File: src/rtl/sat_popcnt_pkg.sv
package sat_popcnt_pkg;
   localparam int unsigned SAT_LIMIT = 4;
   localparam int unsigned CODE_W    = $clog2(SAT_LIMIT + 1);
   typedef logic [CODE_W-1:0] sat_code_t;

   function automatic sat_code_t sat_add(input sat_code_t a, input sat_code_t b);
      int unsigned s;
      s = int'(a) + int'(b);
      if (s >= SAT_LIMIT) return sat_code_t'(SAT_LIMIT);
      return sat_code_t'(s);
   endfunction
endpackage

File: src/rtl/slice_counter.sv
module slice_counter
   import sat_popcnt_pkg::*;
#(
   parameter int unsigned SLICE_W = 8
) (
   input  logic [SLICE_W-1:0] bits_i,
   output sat_code_t          code_o
);
   initial begin
      if (SLICE_W < 1) $error("SLICE_W must be at least 1");
   end

   always_comb begin
      code_o = '0;
      for (int i = 0; i < int'(SLICE_W); i++) begin
         code_o = sat_add(code_o, sat_code_t'(bits_i[i]));
      end
   end
endmodule

File: src/rtl/class_merge.sv
module class_merge
   import sat_popcnt_pkg::*;
#(
   parameter int unsigned N_SLICES = 5
) (
   input  sat_code_t [N_SLICES-1:0] codes_i,
   output sat_code_t                class_o
);
   initial begin
      if (N_SLICES < 1) $error("N_SLICES must be at least 1");
   end

   always_comb begin
      class_o = '0;
      for (int k = 0; k < int'(N_SLICES); k++) begin
         class_o = sat_add(class_o, codes_i[k]);
      end
   end
endmodule

File: src/rtl/sat_popcnt.sv
module sat_popcnt
   import sat_popcnt_pkg::*;
#(
   parameter int unsigned WORD_W  = 40,
   parameter int unsigned SLICE_W = 8
) (
   input  logic              clk,
   input  logic              rst,
   input  logic              in_valid,
   input  logic [WORD_W-1:0] in_word,
   output logic              res_valid,
   output logic [2:0]        res_class
);
   localparam int unsigned N_SLICES = WORD_W / SLICE_W;

   initial begin
      if (WORD_W % SLICE_W != 0) $error("WORD_W must be a multiple of SLICE_W");
      if (CODE_W != 3) $error("result code must be 3 bits");
   end

   sat_code_t [N_SLICES-1:0] slice_code;
   sat_code_t [N_SLICES-1:0] slice_q;
   sat_code_t                merged;
   logic                     valid_q;

   // one counter per slice
   for (genvar k = 0; k < int'(N_SLICES); k++) begin : g_slice
      slice_counter #(.SLICE_W(SLICE_W)) i_cnt (
         .bits_i (in_word[k*SLICE_W +: SLICE_W]),
         .code_o (slice_code[k])
      );
   end

   always_ff @(posedge clk) begin
      slice_q <= slice_code;
      if (rst) valid_q <= 1'b0;
      else     valid_q <= in_valid;
   end

   class_merge #(.N_SLICES(N_SLICES)) i_merge (
      .codes_i (slice_q),
      .class_o (merged)
   );

   assign res_valid = valid_q;
   assign res_class = merged;


   valid_delay_chk: assert property (@(posedge clk) disable iff (rst)
      $past(!rst) |-> res_valid == $past(in_valid));

   reset_clear_chk: assert property (@(posedge clk) rst |=> !res_valid);

   class_range_chk: assert property (@(posedge clk) disable iff (rst)
      res_valid |-> res_class <= 3'd4);

   zero_word_chk: assert property (@(posedge clk) disable iff (rst)
      (in_valid && in_word == '0) |=> res_class == 3'd0);

   ones_word_chk: assert property (@(posedge clk) disable iff (rst)
      (in_valid && &in_word) |=> res_class == 3'd4);
endmodule

File: config.mk
export PLATFORM = sky130hd
export DESIGN_NAME = sat_popcnt
export DESIGN_NICKNAME = d
export VERILOG_FILES = /design/src/rtl/sat_popcnt_pkg.sv /design/src/rtl/slice_counter.sv /design/src/rtl/class_merge.sv /design/src/rtl/sat_popcnt.sv
export SDC_FILE = /design/constraint.sdc
export NUM_CORES = 1
export LEC_CHECK = 0
export BUFFER_PORTS_ARGS = -buffer_cell sky130_fd_sc_hd__buf_2
export CAP_MARGIN = 20
export CORE_UTILIZATION = 60
export DETAILED_ROUTE_END_ITERATION = 6
export HOLD_SLACK_MARGIN = 0.12
export PLACE_DENSITY = 0.93
export SETUP_SLACK_MARGIN = 0.4
export SLEW_MARGIN = 20
export SYNTH_ARGS = -nofsm -noshare
export SYNTH_HDL_FRONTEND = slang
export SYNTH_HIERARCHICAL = 1
export SYNTH_SLANG_ARGS = --single-unit
File: constraint.sdc
create_clock -name clk -period 13.1 [get_ports clk]
set_input_delay 1.965 -clock clk [delete_from_list [all_inputs] [get_ports clk]]
set_output_delay 1.965 -clock clk [all_outputs]
set_load 0.02 [all_outputs]
==> impl_results.md, run 1 <==
* Outcome: finished clean
* Flops & latches, synth at 16
* Unrepaired setup endpoints after global routing: false
* Crit path kind: register to output port
* Design Area, Final at 2960 um^2
* Clock power share at 0.068
* Initial antenna violation count at 0
* Setup repair bufs after CTS at 0
* Leakage at 1.60 nW
* Die Wd at 68.0 um
* Drt total wl at 3950 um
* Most numerous cell in the Yosys netlist: ha_1
* Min cycle time layout at 7260 ps
* Hold Path Class: primary input to register
* Layout cells sized above 1 at 0.200
* Slowest cell on crit path: or4b_1
* Async set or reset register ratio after synthesis at 0
* Sequential fraction of design power at 0.123
* Pwr Density at 223 nW/um^2
* Clock tree buffer depth at 2
* Total GRT Usage at 0.192
* Root Driver: clkbuf_8
* Die footprint at 4620 um^2
* Diodes inserted at 0
* Detailed-route DRC error count at 0
* GPL Wtd Cong at 0.730
* CTS Buf Count at 3
* CP max FO at 6
* Final Hold Vio Count at 0
* First-pass GRT wire length at 6890 um
* Synth top cells by count: ha_1 (67), inv_1 (46), and2_1 (27)
* Synth Area per Inst at 9.85 um^2
* Max VDD drop at 125 uV
* H-tree depth at 1
* Synth cell types at 34
* Mapped Cells at 265
* # setup viols final at 0
* Area growth from synthesis to layout at 13.3%
* Switching share of power at 0.452
* Final Max Slew Viols at 0
* Iteration count of the initial detailed-routing pass at 6
* CTS tree: done
* Largest net degree at the start of global routing at 10
* Gate power share at 0.808
* Slew headroom at 0.621
* Least-Margin Pin Slew at 561 ps
* CP Capture Type: output port
* Ys flop type: dfxtp_1
* Effective utilization at floorplan at 0.639
* Largest cells by area after synthesis: ha_1 (32%), dfxtp_1 (12%), fa_1 (11%), inv_1 (6.6%), and2_1 (6.5%)
* Dpl cell area at 2900 um^2
* Worst path required time at 11140 ps
* Mapped Area at 2610 um^2
* Routed Antenna Nets at 0
* Fin crit share at 0.554
* Number of gates resized after CTS at 0
* # IOs at 47
* CP cell instances: nor2b_1 -> ha_1 -> fa_1 -> or4b_1 -> o21ai_1 -> ha_1 -> fa_1 -> or4b_1 -> o41ai_1 -> fa_1 -> nor4b_1 -> a31o_1 -> ha_1 -> inv_1 -> fa_1 -> nor4b_1 -> a32o_1 -> buf_2
* Mapped Nets at 389
* Gr ovfl total at 0
* Max incr delay on CP at 550 ps
* FP Rows at 23
* Vias in the first global route at 1807
* Yosys warnings at 6
* Starting DRT DRC Count at 21
* Most frequent CP cell: fa_1
* Nets at 440
* Worst-path clk slew at 70 ps
* Hold_buf cts at 0
* IO buf count at 46
* Max-cap check violation count at 0
* Switch Pwr at 0.000299 W
* Sequential fraction of the synthesis area at 0.123
* Top cell type's share of synthesized area at 0.321
* Vias per cell at 5.21
* WL per Instance at 10.8 um
* Crit path DAT at 5290 ps
* HPWL after detailed placement at 3510 um
* Die H at 68.0 um
* Vias at 1902
* F_max at 0.138 GHz
* Clk sinks at 16
* CP startpoint kind: register
* Setup Total Neg Slack at 0 ps
* Placeable core region at 4090 um^2
* Leading area contributor after synthesis: ha_1
* Post-synth EDFFs at 0
* Int Pwr at 0.000361 W
* Filler cells at 281
[area by class of cell]
class	count	area [um^2]	area share
tap	50	62.6	0.0212
inverter	46	173	0.0584
sequential	16	320	0.108
timing repair buffer	46	230	0.0778
clock buffer	4	55.1	0.0186
multi-input combinational	203	2120	0.716
[worst paths after layout]
kind	startpoint	to	depth (start not counted)
setup / recovery	slice_q[2]	res_class[0]	18
hold / removal	rst	res_valid	2
[state kept, by name, summed over array words and instances (netlist names)]
| name | count |
|---|---|
| res_valid | 1 |
| slice_q | 15 |
[kinds of logic after synthesis]
kind of cell / synth area share
compound gates: 0.0484
flops: 0.123
simple gates: 0.193
xor+xnor: 0.141
fa+ha+maj: 0.429
buf+inv: 0.0662
[critical path, delay by kind of cell, from the launching register on]
kind,cells,cell delay (ps)
flops,1,370
buf+inv,2,230
fa+ha+maj,7,2420
compound gates,4,550
simple gates,5,1470
[per-stage QoR]
stage | cells | total power, W | setup slack, ps | hold WS [ps] | utilization
2_1_floorplan | 265 | 0.000506 | 6540 | 2030 | -
3_3_place_gp | 361 | 0.000593 | 6220 | 2150 | 0.710
3_5_place_dp | 361 | 0.000614 | 6050 | 2150 | 0.710
4_1_cts | 365 | 0.000664 | 5870 | 1880 | 0.724
5_1_grt | 365 | 0.000738 | 5500 | 1880 | 0.724
6_report | 365 | 0.000660 | 5840 | 1890 | 0.724
[per-layer routing]
metal | global-route usage | up-vias | wire (um) | share of wire
met5 | 0 | - | 0 | 0
met4 | 0.0469 | 0 | 52 | 0.013
met3 | 0.0400 | 6 | 140 | 0.035
met2 | 0.371 | 34 | 2150 | 0.54
met1 | 0.208 | 886 | 1610 | 0.41
li1 | - | 976 | - | -
[power by group through the flow]
stage | logic, W | clock network [W] | registers [W]
2_1_floorplan | 0.000426 | 0 | 0.0000801
3_3_place_gp | 0.000511 | 0 | 0.0000816
3_5_place_dp | 0.000532 | 0 | 0.0000827
4_1_cts | 0.000536 | 0.0000460 | 0.0000817
5_1_grt | 0.000606 | 0.0000480 | 0.0000841
6_report | 0.000534 | 0.0000452 | 0.0000814
[cell usage in the layout (no fill, tap or decap), drive strengths merged, types with 3 or more instances in the layout]
cell type  synthesis  layout
ha                67      67
xor3               4       4
or4b               4       4
xor2               9       9
xnor2             13      13
o21ai              3       3
nand2              4       4
dfxtp             16      16
nor2b             16      16
clkbuf             0       4
buf                0      46
inv               46      46
fa                14      14
nor4b              5       5
and2              27      27
a21oi              3       3
nor3               3       3
nor2               9       9
Note: power is estimated with default switching activity, not from simulation.
==> run 2: changes to the inputs <==
ABC_AREA = 1   (was default)
CORE_UTILIZATION = 53   (was 60)
PLACE_DENSITY = 0.87   (was 0.93)
clock period = 6.2 ns   (was 13.1 ns; I/O delays follow)
==> run 2 against run 1 <==
Cell count rose by 42%. Sequential power rose by 110%. Non-clock buffer count rose by 1.
==> impl_results.md, run 2 <==
* Outcome: finished clean
* # IOs at 47
* Initial antenna violation count at 0
* Hold_buf cts at 0
* Vias in the first global route at 2142
* Mapped Cells at 398
* GPL Wtd Cong at 0.696
* Worst-path clk slew at 60 ps
* H-tree depth at 1
* Synthesized-area fraction occupied by adder cells at 0.396
* Sequential fraction of design power at 0.118
* Drt total wl at 4280 um
* Storage cell area at 320 um^2
* Most numerous cell in the Yosys netlist: inv_1
* Iteration count of the initial detailed-routing pass at 4
* Clock power share at 0.063
* Clk sinks at 16
* Vias at 2321
* Filler cells at 446
* Commonest cells after routing, fill and taps aside: inv_1 (118), ha_1 (66), nor2_1 (62), buf_2 (44), nand2_1 (41)
* Crit-path leading delay family: adder cells
* Max reg flops at 15
* Top reg by flops: slice_q
* Max-cap check violation count at 0
* Ys flop type: dfxtp_1
* Diodes inserted at 0
* Final worst slack at 780 ps
* Detailed-route DRC error count at 0
* Pre-CTS setup slack at 899 ps
* Mapped Area at 2830 um^2
* Min cycle time layout at 5420 ps
* Gate power share at 0.818
* Most frequent CP cell: nor2_1
* Mapped Nets at 522
* Clock tree buffer depth at 2
* Main combinational cell family by area after synthesis: adder cells
* Hold Path Class: primary input to register
* Fin crit share at 0.874
* Synth cell types at 14
* Largest net degree at the start of global routing at 10
* Yosys warnings at 6
* Die H at 75.0 um
* Effective utilization at floorplan at 0.554
* IO buf count at 46
* Synth top cells by count: inv_1 (118), ha_1 (67), nor2_1 (62)
* Leakage at 1.97 nW
* Most common cell after layout, fill and taps aside: inv_1
* Vias per cell at 4.47
* Simple-Gate Fraction of Synth Area at 0.317
* WL per Instance at 8.24 um
* Die footprint at 5630 um^2
* Max incr delay on CP at 380 ps
* Die Wd at 75.0 um
* CP max FO at 3
* Leading area contributor after synthesis: ha_1
* Worst path required time at 5270 ps
* Gr ovfl total at 0
* Root Driver: clkbuf_8
* CP Capture Type: output port
* Crit path DAT at 4490 ps
* CP cell instances: nor2_1 -> ha_1 -> fa_1 -> xnor2_1 -> nand2_1 -> nor2_1 -> ha_1 -> fa_1 -> xnor2_1 -> nand2_1 -> nor2_1 -> ha_1 -> fa_2 -> xnor2_2 -> nand2_2 -> nor2_1 -> ha_2 -> inv_1 -> fa_1 -> o21ai_1 -> nand3_1 -> nor2_1 -> buf_4
* Pwr Density at 444 nW/um^2
* Area growth from synthesis to layout at 14.1%
* Buf+Inv Stages, Crit Path at 2
* Starting DRT DRC Count at 62
* Slew headroom at 0.849
* Layout cells sized above 1 at 0.216
* Setup Total Neg Slack at 0 ps
* Final Max Slew Viols at 0
* Post-synth EDFFs at 0
* Sequential fraction of the synthesis area at 0.113
* Area of the multi-input gates at 2060 um^2
* HPWL after detailed placement at 3980 um
* Least-Margin Pin Slew at 226 ps
* Final Hold Vio Count at 0
* Compound-Gate Fraction of Synth Area at 0.00177
* CP startpoint kind: register
* Slowest cell on crit path: fa_1
* CTS tree: done
* Max VDD drop at 718 uV
* Routed Antenna Nets at 0
* Unrepaired setup endpoints after global routing: false
* Crit path kind: register to output port
* Switching share of power at 0.510
* CTS Buf Count at 3
* Post-synthesis mux area share at 0
* FP Rows at 26
* Post-synthesis xor/xnor area fraction at 0.00929
* Placeable core region at 5110 um^2
* Flops & latches, synth at 16
* Switch Pwr at 0.000730 W
* Synth Area per Inst at 7.10 um^2
* F_max at 0.184 GHz
* Int Pwr at 0.000701 W
* Async set or reset register ratio after synthesis at 0
* Nets at 574
* Largest cells by area after synthesis: ha_1 (30%), inv_1 (16%), dfxtp_1 (11%), fa_1 (9.9%), nor2_1 (8.2%)
* Total GRT Usage at 0.162
* First-pass GRT wire length at 7400 um
* # setup viols final at 0
* Top cell type's share of synthesized area at 0.296
run 2: cell types whose count changed after synthesis, moves of 10 or more:
cell / before / now
nand3_1: 0 / 33
nand2_4: 0 / 10
inv_1: 46 / 118
and2_1: 27 / 0
nand2_1: 4 / 41
nand3_2: 0 / 15
nor2_1: 9 / 62
nand2_2: 0 / 11
xnor2_1: 13 / 3
nor2b_1: 15 / 0
run 2: through the flow:
step                hold WS (ps)  utilization  power, W  instance area (um^2)  instances
floorplan                    997            -   0.00105                  2830        398
global placement            1090        0.616   0.00123                  3150        514
detailed placement          1100        0.616   0.00128                  3150        514
CTS                          832        0.627   0.00138                  3200        518
global route                 830        0.632   0.00163                  3230        519
finish                       840        0.632   0.00143                  3230        519
run 2: layer usage:
metal | part of all wire | vias up | wire, um | global-route usage
met4 | 0.0021 | 0 | 9 | 0.0168
met2 | 0.54 | 31 | 2310 | 0.345
met1 | 0.43 | 1001 | 1850 | 0.163
met5 | 0 | - | 0 | 0
met3 | 0.027 | 2 | 117 | 0.0308
li1 | - | 1287 | - | -
run 2: area by class of cell:
type	count	area share
Sequential cell	16	0.0993
Tap cell	70	0.0272
Multi-Input combinational cell	259	0.638
Clock buffer	4	0.0171
Inverter	123	0.143
Timing Repair Buffer	47	0.0753
run 2: what timing repair did:
action                                  in CTS  in global routing
buffers inserted                             0                  1
endpoints found under the setup margin       0                  3
gates resized for setup                      0                  6
run 2: path summary, 6_finish.rpt:
kind | startpoint | to | slack (ps) | cells past startpoint
max | slice_q[2] | res_class[0] | 780 | 23
min | rst | res_valid | 840 | 2
run 2: logic make-up (layout without fill, tap and decap cells):
| kind of cell | count (synthesis) | in the layout |
|---|---|---|
| compound gates | 1 | 1 |
| xor+xnor | 3 | 3 |
| fa+ha+maj | 81 | 81 |
| buf+inv | 123 | 174 |
| flops | 16 | 16 |
| simple gates | 174 | 174 |
run 2: power by group through the flow:
stage	Clock, W	Combinational (W)	Sequential [W]
floorplan	0	0.000880	0.000168
global placement	0	0.00106	0.000172
detailed placement	0	0.00111	0.000172
CTS	0.0000935	0.00112	0.000170
global route	0.0000986	0.00136	0.000175
finish	0.0000903	0.00117	0.000170
